[src/rtl/vic_pkg.sv]
package vic_pkg;
  localparam int SRC_SEL_W = 5;

  localparam logic [11:0] OFS_VECT     = 12'h030;
  localparam logic [11:0] OFS_DEFVEC   = 12'h034;
  localparam logic [11:0] OFS_PROT     = 12'h038;
  localparam logic [11:0] OFS_SLOT_VEC = 12'h100;
  localparam logic [11:0] OFS_SLOT_CTL = 12'h200;

  typedef struct packed {
    logic                 en;
    logic [SRC_SEL_W-1:0] src;
  } slot_ctl_t;
endpackage

[src/rtl/vic_slot_bank.sv]
module vic_slot_bank
  import vic_pkg::*;
#(
  parameter int NUM_SLOT = 16,
  parameter int DW       = 32,
  parameter int AW       = 12
) (
  input  logic                         clk,
  input  logic                         rst_n,
  input  logic                         wr_en,
  input  logic [AW-1:0]                wr_addr,
  input  logic [DW-1:0]                wr_data,
  output logic [NUM_SLOT-1:0][DW-1:0]  slot_vec,
  output slot_ctl_t [NUM_SLOT-1:0]     slot_ctl
);
  for (genvar i = 0; i < NUM_SLOT; i++) begin : g_slot
    localparam logic [AW-1:0] VEC_A = AW'(OFS_SLOT_VEC) + AW'(4 * i);
    localparam logic [AW-1:0] CTL_A = AW'(OFS_SLOT_CTL) + AW'(4 * i);

    always_ff @(posedge clk) begin
      if (!rst_n) begin
        slot_vec[i] <= '0;
        slot_ctl[i] <= '0;
      end else if (wr_en) begin
        if (wr_addr == VEC_A) slot_vec[i] <= wr_data;
        if (wr_addr == CTL_A) slot_ctl[i] <= wr_data[SRC_SEL_W:0];
      end
    end
  end
endmodule

[src/rtl/vic_prio_resolve.sv]
module vic_prio_resolve
  import vic_pkg::*;
#(
  parameter int NUM_SLOT = 16,
  parameter int NUM_SRC  = 32,
  localparam int IDX_W   = $clog2(NUM_SLOT),
  localparam int LVL_W   = $clog2(NUM_SLOT + 1)
) (
  input  logic [NUM_SRC-1:0]      src_lines,
  input  slot_ctl_t [NUM_SLOT-1:0] slot_ctl,
  input  logic [LVL_W-1:0]        top_lvl,
  output logic                    hit,
  output logic [IDX_W-1:0]        win_idx
);
  logic [NUM_SLOT-1:0] eligible;

  for (genvar i = 0; i < NUM_SLOT; i++) begin : g_elig
    logic line_on;
    always_comb begin
      line_on = 1'b0;
      for (int s = 0; s < NUM_SRC; s++)
        if (slot_ctl[i].src == SRC_SEL_W'(s)) line_on = src_lines[s];
    end
    assign eligible[i] = slot_ctl[i].en && line_on && (LVL_W'(i) < top_lvl);
  end

  always_comb begin
    hit     = |eligible;
    win_idx = '0;
    for (int i = NUM_SLOT - 1; i >= 0; i--)
      if (eligible[i]) win_idx = IDX_W'(i);
  end
endmodule

[src/rtl/vic_svc_stack.sv]
module vic_svc_stack #(
  parameter int DEPTH  = 16,
  localparam int IDX_W = $clog2(DEPTH),
  localparam int LVL_W = $clog2(DEPTH + 1)
) (
  input  logic             clk,
  input  logic             rst_n,
  input  logic             push,
  input  logic [IDX_W-1:0] push_idx,
  input  logic             pop,
  output logic [LVL_W-1:0] top_lvl,
  output logic [LVL_W-1:0] depth
);
  logic [IDX_W-1:0] mem [DEPTH];
  logic [LVL_W-1:0] cnt;

  always_ff @(posedge clk) begin
    if (!rst_n) begin
      cnt <= '0;
    end else if (push && cnt < LVL_W'(DEPTH)) begin
      mem[IDX_W'(cnt)] <= push_idx;
      cnt <= cnt + 1'b1;
    end else if (pop && cnt != '0) begin
      cnt <= cnt - 1'b1;
    end
  end

  assign top_lvl = (cnt == '0) ? LVL_W'(DEPTH) : LVL_W'(mem[IDX_W'(cnt - 1'b1)]);
  assign depth   = cnt;


  no_overflow_chk: assert property (@(posedge clk) disable iff (!rst_n)
    push |-> (cnt < LVL_W'(DEPTH)));


  empty_pop_chk: assert property (@(posedge clk) disable iff (!rst_n)
    (pop && !push && cnt == '0) |=> (cnt == '0));
endmodule

[src/rtl/irq_vector_ctrl.sv]
module irq_vector_ctrl
  import vic_pkg::*;
#(
  parameter int NUM_SRC  = 32,
  parameter int NUM_SLOT = 16,
  parameter int DW       = 32,
  parameter int AW       = 12
) (
  input  logic               clk,
  input  logic               rst_n,
  input  logic [NUM_SRC-1:0] irq_src,
  input  logic               req_valid,
  input  logic               req_write,
  input  logic               req_priv,
  input  logic [AW-1:0]      req_addr,
  input  logic [DW-1:0]      req_wdata,
  output logic               rsp_valid,
  output logic [DW-1:0]      rsp_rdata,
  output logic               irq
);
  localparam int IDX_W = $clog2(NUM_SLOT);
  localparam int LVL_W = $clog2(NUM_SLOT + 1);
  localparam logic [AW-1:0] A_VECT = AW'(OFS_VECT);
  localparam logic [AW-1:0] A_DEFV = AW'(OFS_DEFVEC);
  localparam logic [AW-1:0] A_PROT = AW'(OFS_PROT);
  localparam logic [AW-1:0] A_SVEC = AW'(OFS_SLOT_VEC);
  localparam logic [AW-1:0] A_SCTL = AW'(OFS_SLOT_CTL);
  localparam logic [AW-1:0] SPAN   = AW'(4 * NUM_SLOT);

  logic                        prot_q;
  logic [DW-1:0]               def_vec;
  logic                        irq_q;
  logic [NUM_SLOT-1:0][DW-1:0] slot_vec;
  slot_ctl_t [NUM_SLOT-1:0]    slot_ctl;
  logic                        hit;
  logic [IDX_W-1:0]            win_idx;
  logic [LVL_W-1:0]            top_lvl;
  logic [LVL_W-1:0]            stk_depth;

  logic access_ok, wr_ok, rd_ok, vect_rd, vect_wr;
  logic [IDX_W-1:0] sel_idx;
  logic [DW-1:0]    rd_mux;

  assign access_ok = req_valid
                   && (req_priv || !prot_q)
                   && (req_priv || req_addr != A_PROT);
  assign wr_ok   = access_ok && req_write;
  assign rd_ok   = access_ok && !req_write;
  assign vect_rd = rd_ok && req_addr == A_VECT;
  assign vect_wr = wr_ok && req_addr == A_VECT;
  assign sel_idx = req_addr[IDX_W+1:2];

  vic_slot_bank #(.NUM_SLOT(NUM_SLOT), .DW(DW), .AW(AW)) u_bank (
    .clk(clk), .rst_n(rst_n), .wr_en(wr_ok), .wr_addr(req_addr),
    .wr_data(req_wdata), .slot_vec(slot_vec), .slot_ctl(slot_ctl));

  vic_prio_resolve #(.NUM_SLOT(NUM_SLOT), .NUM_SRC(NUM_SRC)) u_resolve (
    .src_lines(irq_src), .slot_ctl(slot_ctl), .top_lvl(top_lvl),
    .hit(hit), .win_idx(win_idx));

  vic_svc_stack #(.DEPTH(NUM_SLOT)) u_stack (
    .clk(clk), .rst_n(rst_n), .push(vect_rd && hit), .push_idx(win_idx),
    .pop(vect_wr), .top_lvl(top_lvl), .depth(stk_depth));

  always_comb begin
    rd_mux = '0;
    if (req_addr == A_VECT)
      rd_mux = hit ? slot_vec[win_idx] : def_vec;
    else if (req_addr == A_DEFV)
      rd_mux = def_vec;
    else if (req_addr == A_PROT)
      rd_mux = DW'(prot_q);
    else if (req_addr >= A_SVEC && req_addr < A_SVEC + SPAN && req_addr[1:0] == 2'b00)
      rd_mux = slot_vec[sel_idx];
    else if (req_addr >= A_SCTL && req_addr < A_SCTL + SPAN && req_addr[1:0] == 2'b00)
      rd_mux = DW'(slot_ctl[sel_idx]);
  end

  always_ff @(posedge clk) begin
    if (!rst_n) begin
      prot_q    <= 1'b0;
      def_vec   <= '0;
      irq_q     <= 1'b0;
      rsp_valid <= 1'b0;
      rsp_rdata <= '0;
    end else begin
      irq_q     <= hit;
      rsp_valid <= req_valid;
      rsp_rdata <= rd_ok ? rd_mux : '0;
      if (wr_ok && req_addr == A_DEFV) def_vec <= req_wdata;
      if (wr_ok && req_addr == A_PROT) prot_q  <= req_wdata[0];
    end
  end

  assign irq = irq_q;


  rsp_follows_req_chk: assert property (@(posedge clk) disable iff (!rst_n)
    req_valid |=> rsp_valid);


  prot_user_wr_chk: assert property (@(posedge clk) disable iff (!rst_n)
    (req_valid && req_write && !req_priv && req_addr == A_PROT) |=> $stable(prot_q));


  blocked_ack_chk: assert property (@(posedge clk) disable iff (!rst_n)
    (req_valid && !req_write && !req_priv && prot_q && req_addr == A_VECT)
      |=> $stable(stk_depth));


  blocked_wr_chk: assert property (@(posedge clk) disable iff (!rst_n)
    (req_valid && req_write && !req_priv && prot_q) |=> $stable(def_vec));


  default_no_push_chk: assert property (@(posedge clk) disable iff (!rst_n)
    (vect_rd && !hit) |=> $stable(stk_depth));
endmodule

[config.mk]
export PLATFORM = sky130hd
export DESIGN_NAME = irq_vector_ctrl
export DESIGN_NICKNAME = d
export VERILOG_FILES = /design/src/rtl/vic_pkg.sv /design/src/rtl/vic_slot_bank.sv /design/src/rtl/vic_prio_resolve.sv /design/src/rtl/vic_svc_stack.sv /design/src/rtl/irq_vector_ctrl.sv
export SDC_FILE = /design/constraint.sdc
export NUM_CORES = 2
export LEC_CHECK = 0
export BUFFER_PORTS_ARGS = -buffer_cell sky130_fd_sc_hd__buf_2
export CAP_MARGIN = 20
export CORE_MARGIN = 3
export CORE_UTILIZATION = 40
export CTS_CLUSTER_DIAMETER = 150
export DETAILED_ROUTE_END_ITERATION = 16
export GPL_ROUTABILITY_DRIVEN = 0
export SETUP_SLACK_MARGIN = 0.5
export SKIP_CTS_REPAIR_TIMING = 1
export SLEW_MARGIN = 10
export SYNTH_ARGS = -nofsm -noshare
export SYNTH_HDL_FRONTEND = slang
export SYNTH_SLANG_ARGS = --single-unit
[constraint.sdc]
create_clock -name clk -period 5.55 [get_ports clk]
set_clock_uncertainty 0.15 [all_clocks]
set_input_delay 0.555 -clock clk [delete_from_list [all_inputs] [get_ports clk]]
set_output_delay 0.555 -clock clk [all_outputs]
set_load 0.01 [all_outputs]
==> out/metrics.sh <==
RUN_STATUS='finished clean'
FINALCRITICALPERIOD_PS=4890
YOSYS_REGISTER_BITS=744
ROUTED_WIRELENGTH_UM=174700
CTS_TREE='yes'
SYNTHESIS.AREA_MM2=0.04602
AGGREGATE_GLOBAL_ROUTE_RESOURCE_USAGE_PCT=27.89
WORSTPATHARRIVAL_PS=5250
NUM_IO_PINS=115
CLOCK-SINKS=744
SEQ_AREA_FRAC_SYNTH_PCT=33.75
CORE_REGION_AREA_MM2=0.1133
LAYOUT-AREA-OVERHEAD-VS-SYNTH_PCT=10.92
DIE_AREA_MM2=0.1192
GRT_START_MAX_NET_PINS=202
FINAL.HOLD.WORST_SLACK_PS=134.0
VIA_COUNT=41130
WORSTSETUPENDPOINTTYPE='flop'
DETAIL_ROUTE.ITER0.VIOLATIONS=5356
WORST_PIN_SLEW_PS=1170
PLACE.DETAILED.HPWL_UM=102700
FINALHOLDVIOLATIONS=0
YOSYSWARNINGS=0
POWER_PER_CELL_AREA_mW_PER_MM2=234.1
FINAL_NETS=5037
PORTBUFFERS=114
DIE-WIDTH_UM=345.2
DRT_DRC_VIOLATIONS_LEFT=0
NUMBER_OF_CELLS_IN_THE_FINISHED_LAYOUT_APART_FROM_FILLERS=6527
CLKSLEWWORSTSETUPHOLDPATHS_PS=60
PLACEMENT_ROWS=123
AVERAGE_INSTANCE_AREA_AFTER_SYNTHESIS_UM2=8.912
ASYNC_RESET_FF_SHARE_PCT=0
MAXCAPVIOLATIONS=0
FP.DIEH_UM=345.2
VDD_IR_DROP_MAX_mV=0.3111
AVGROUTEDWIREPERCELL_UM=26.77
ANTENNA_FOUND_INITIAL=9
CP.REQUIRED_PS=5910
CLOCK_TREE.ROOT_CELL='clkbuf_16'
GRT_PASS1_WL_UM=257200
LEAKAGE_nW=14.98
CTS_BUFFER_DEPTH=3
VIAS_IN_THE_FIRST_GLOBAL_ROUTE=38280
MAX_FANOUT_ON_CRITICAL_PATH=27
FINAL_COMMON_CELL='nand2_1'
SLEW_VIOLATIONS=0
START_UTIL_PCT=40.63
YS_TYPES=99
DRTANTENNAVIOLNETS=0
SYNTHESIS.NETS=5249
VIASPERCELL=6.301
DR.PASS1.ITERS=7
WORST_SETUP_PATH_START_KIND='flop'
FILLCELLCOUNT=10910
POST-PLACE-CELLS=6349
RSZ0062_AT_GRT='no'
SYNTH_FLOP_CELL='dfxtp_1'
WORST-SETUP-PATH-TYPE='reg2reg'
CTS_MAX_LEVEL=3
POST_SYNTH_EDFFS=64
REPORT.FINAL.SETUP_VIOL=0
FIN_CRIT_SHARE_PCT=88.11
TOTALNEGATIVESETUPSLACK_PS=0
NUMBER_OF_STANDARD_CELLS_AFTER_SYNTHESIS=5164
MAXSLEWHEADROOM_PCT=21.98
TIMING.FMAX_GHz=0.2045
TRITONCTS_BUFFER_COUNT=86
CLK-INSERTION-DELAY-LATE_PS=680
DRIVE_ABOVE_1_SHARE_PCT=15.86
LAYOUT_COMMON_CELLS='826 x nand2_1, 676 x dfxtp_1, 441 x mux2i_1'
GRT-OVFL-TOTAL=0
WORSTHOLDPATHTYPE='in2reg'
[layout make-up]
class | instances | area [µm²] | share of cell area, %
antenna | 7 | 17.52 | 0.03431
clock buffer | 118 | 2392 | 4.686
clock inverter | 38 | 490.5 | 0.9608
inverter | 97 | 370.4 | 0.7255
multi-input combinational | 3737 | 28070 | 54.99
sequential | 744 | 15540 | 30.44
tap | 1500 | 1877 | 3.676
timing repair buffer | 286 | 2292 | 4.490
[cell usage after synthesis, types with 11 or more instances]
| cell | instances | area [µm²] |
|---|---|---|
| nand2_1 | 829 | 3112 |
| dfxtp_1 | 680 | 13610 |
| clkbuf_1 | 461 | 1730 |
| mux2i_1 | 443 | 4434 |
| nor2b_1 | 354 | 2215 |
| a21boi_0 | 337 | 2530 |
| mux4_2 | 233 | 5248 |
| o21ai_0 | 178 | 890.9 |
| a21oi_1 | 170 | 850.8 |
| nor2_1 | 161 | 604.3 |
| a211oi_1 | 155 | 1164 |
| inv_1 | 93 | 349.1 |
| nor3_1 | 90 | 450.4 |
| edfxtp_1 | 64 | 1922 |
| buf_1 | 57 | 214.0 |
| a22oi_1 | 44 | 330.3 |
| nand2b_1 | 43 | 269.0 |
| o22ai_1 | 41 | 256.5 |
| o31ai_1 | 41 | 307.8 |
| nand3_1 | 40 | 200.2 |
| nand3b_1 | 38 | 285.3 |
| buf_2 | 37 | 185.2 |
| nor4_1 | 37 | 231.5 |
| o21ai_1 | 37 | 185.2 |
| mux2_2 | 29 | 326.6 |
| a2111oi_0 | 28 | 245.2 |
| a31oi_1 | 28 | 175.2 |
| nor3b_1 | 26 | 195.2 |
| a211oi_2 | 22 | 275.3 |
| nand4_1 | 20 | 125.1 |
| o211ai_1 | 20 | 150.1 |
| a211o_1 | 18 | 157.7 |
| or3_1 | 16 | 100.1 |
| buf_6 | 15 | 168.9 |
| nor4b_1 | 13 | 113.9 |
| o311a_1 | 13 | 130.1 |
| a32oi_1 | 12 | 105.1 |
| buf_4 | 12 | 90.09 |
| and3_1 | 11 | 68.82 |
| o21a_1 | 11 | 82.58 |
[per-layer routing]
metal,share of wire (%),vias to the layer above,track usage (%)
met5,0.013,-,0
li1,-,18250,-
met2,43,2265,41.47
met4,4.5,4,12.35
met3,9.7,440,5.734
met1,42,20170,39.00
[kinds of logic after synthesis]
| family | Yosys count | synth area share (%) |
|---|---|---|
| DFF | 744 | 33.75 |
| adders and majority gates | 4 | 0.1087 |
| xor gates and xnor gates | 5 | 0.1115 |
| and+or+nand+nor | 1733 | 18.39 |
| muxes | 706 | 21.78 |
| AOI/OAI and AO/OA | 1289 | 19.75 |
| buffers and inverters | 683 | 6.111 |
[metrics by stage]
step / power (W) / area [µm²] / worst slack, ps / util, %
after floorplan: 0.005918 / 46020 / 920.8 / -
after CTS: 0.01201 / 50660 / 378.7 / 44.73
final: 0.01195 / 51050 / 659.9 / 45.07
after global placement: 0.006158 / 47770 / 477.0 / 42.17
after detailed placement: 0.006159 / 47780 / 413.8 / 42.18
after global routing: 0.01226 / 51050 / 483.4 / 45.07
[final timing paths]
check,slack [ps],cells after the start,from,to
worst min-delay path,130,3,req_wdata[21],def_vec[21]
worst max register to register,660,21,u_stack.depth[0],rsp_rdata[29]
worst min register to register,330,2,u_bank.slot_vec[451],u_bank.slot_vec[451]
worst max-delay path,660,21,u_stack.depth[0],rsp_rdata[29]
[sequential cells by signal, summed over array words and instances, names as in the netlist]
signal           count
u_stack.depth        5
u_bank.slot_vec    512
def_vec             32
irq                  1
rsp_valid            1
u_bank.slot_ctl     96
prot_q               1
u_stack.mem         64
rsp_rdata           32
[report_power, final]
part	switching [W]	internal [W]
Combinational	0.000440	0.000216
Clock	0.00248	0.00341
Sequential	0.000000712	0.00540
Total	0.00292	0.00903
[worst max-delay path: stages (launching register included)]
cell and delay [ps]:
dfxtp_1 370, inv_1 90, ha_2 340, buf_12 160, mux4_2 350, mux2i_4 200, mux2i_4 140, a21oi_2 130
buf_4 180, a211oi_1 70, o21ai_1 130, buf_4 160, o21ai_0 150, a311o_2 470, buf_12 190, a21boi_4 310
buf_6 180, clkbuf_16 220, mux2i_1 210, a211oi_1 100, nor4_1 270, o22ai_1 130
Power figures use the tool's default switching activity.
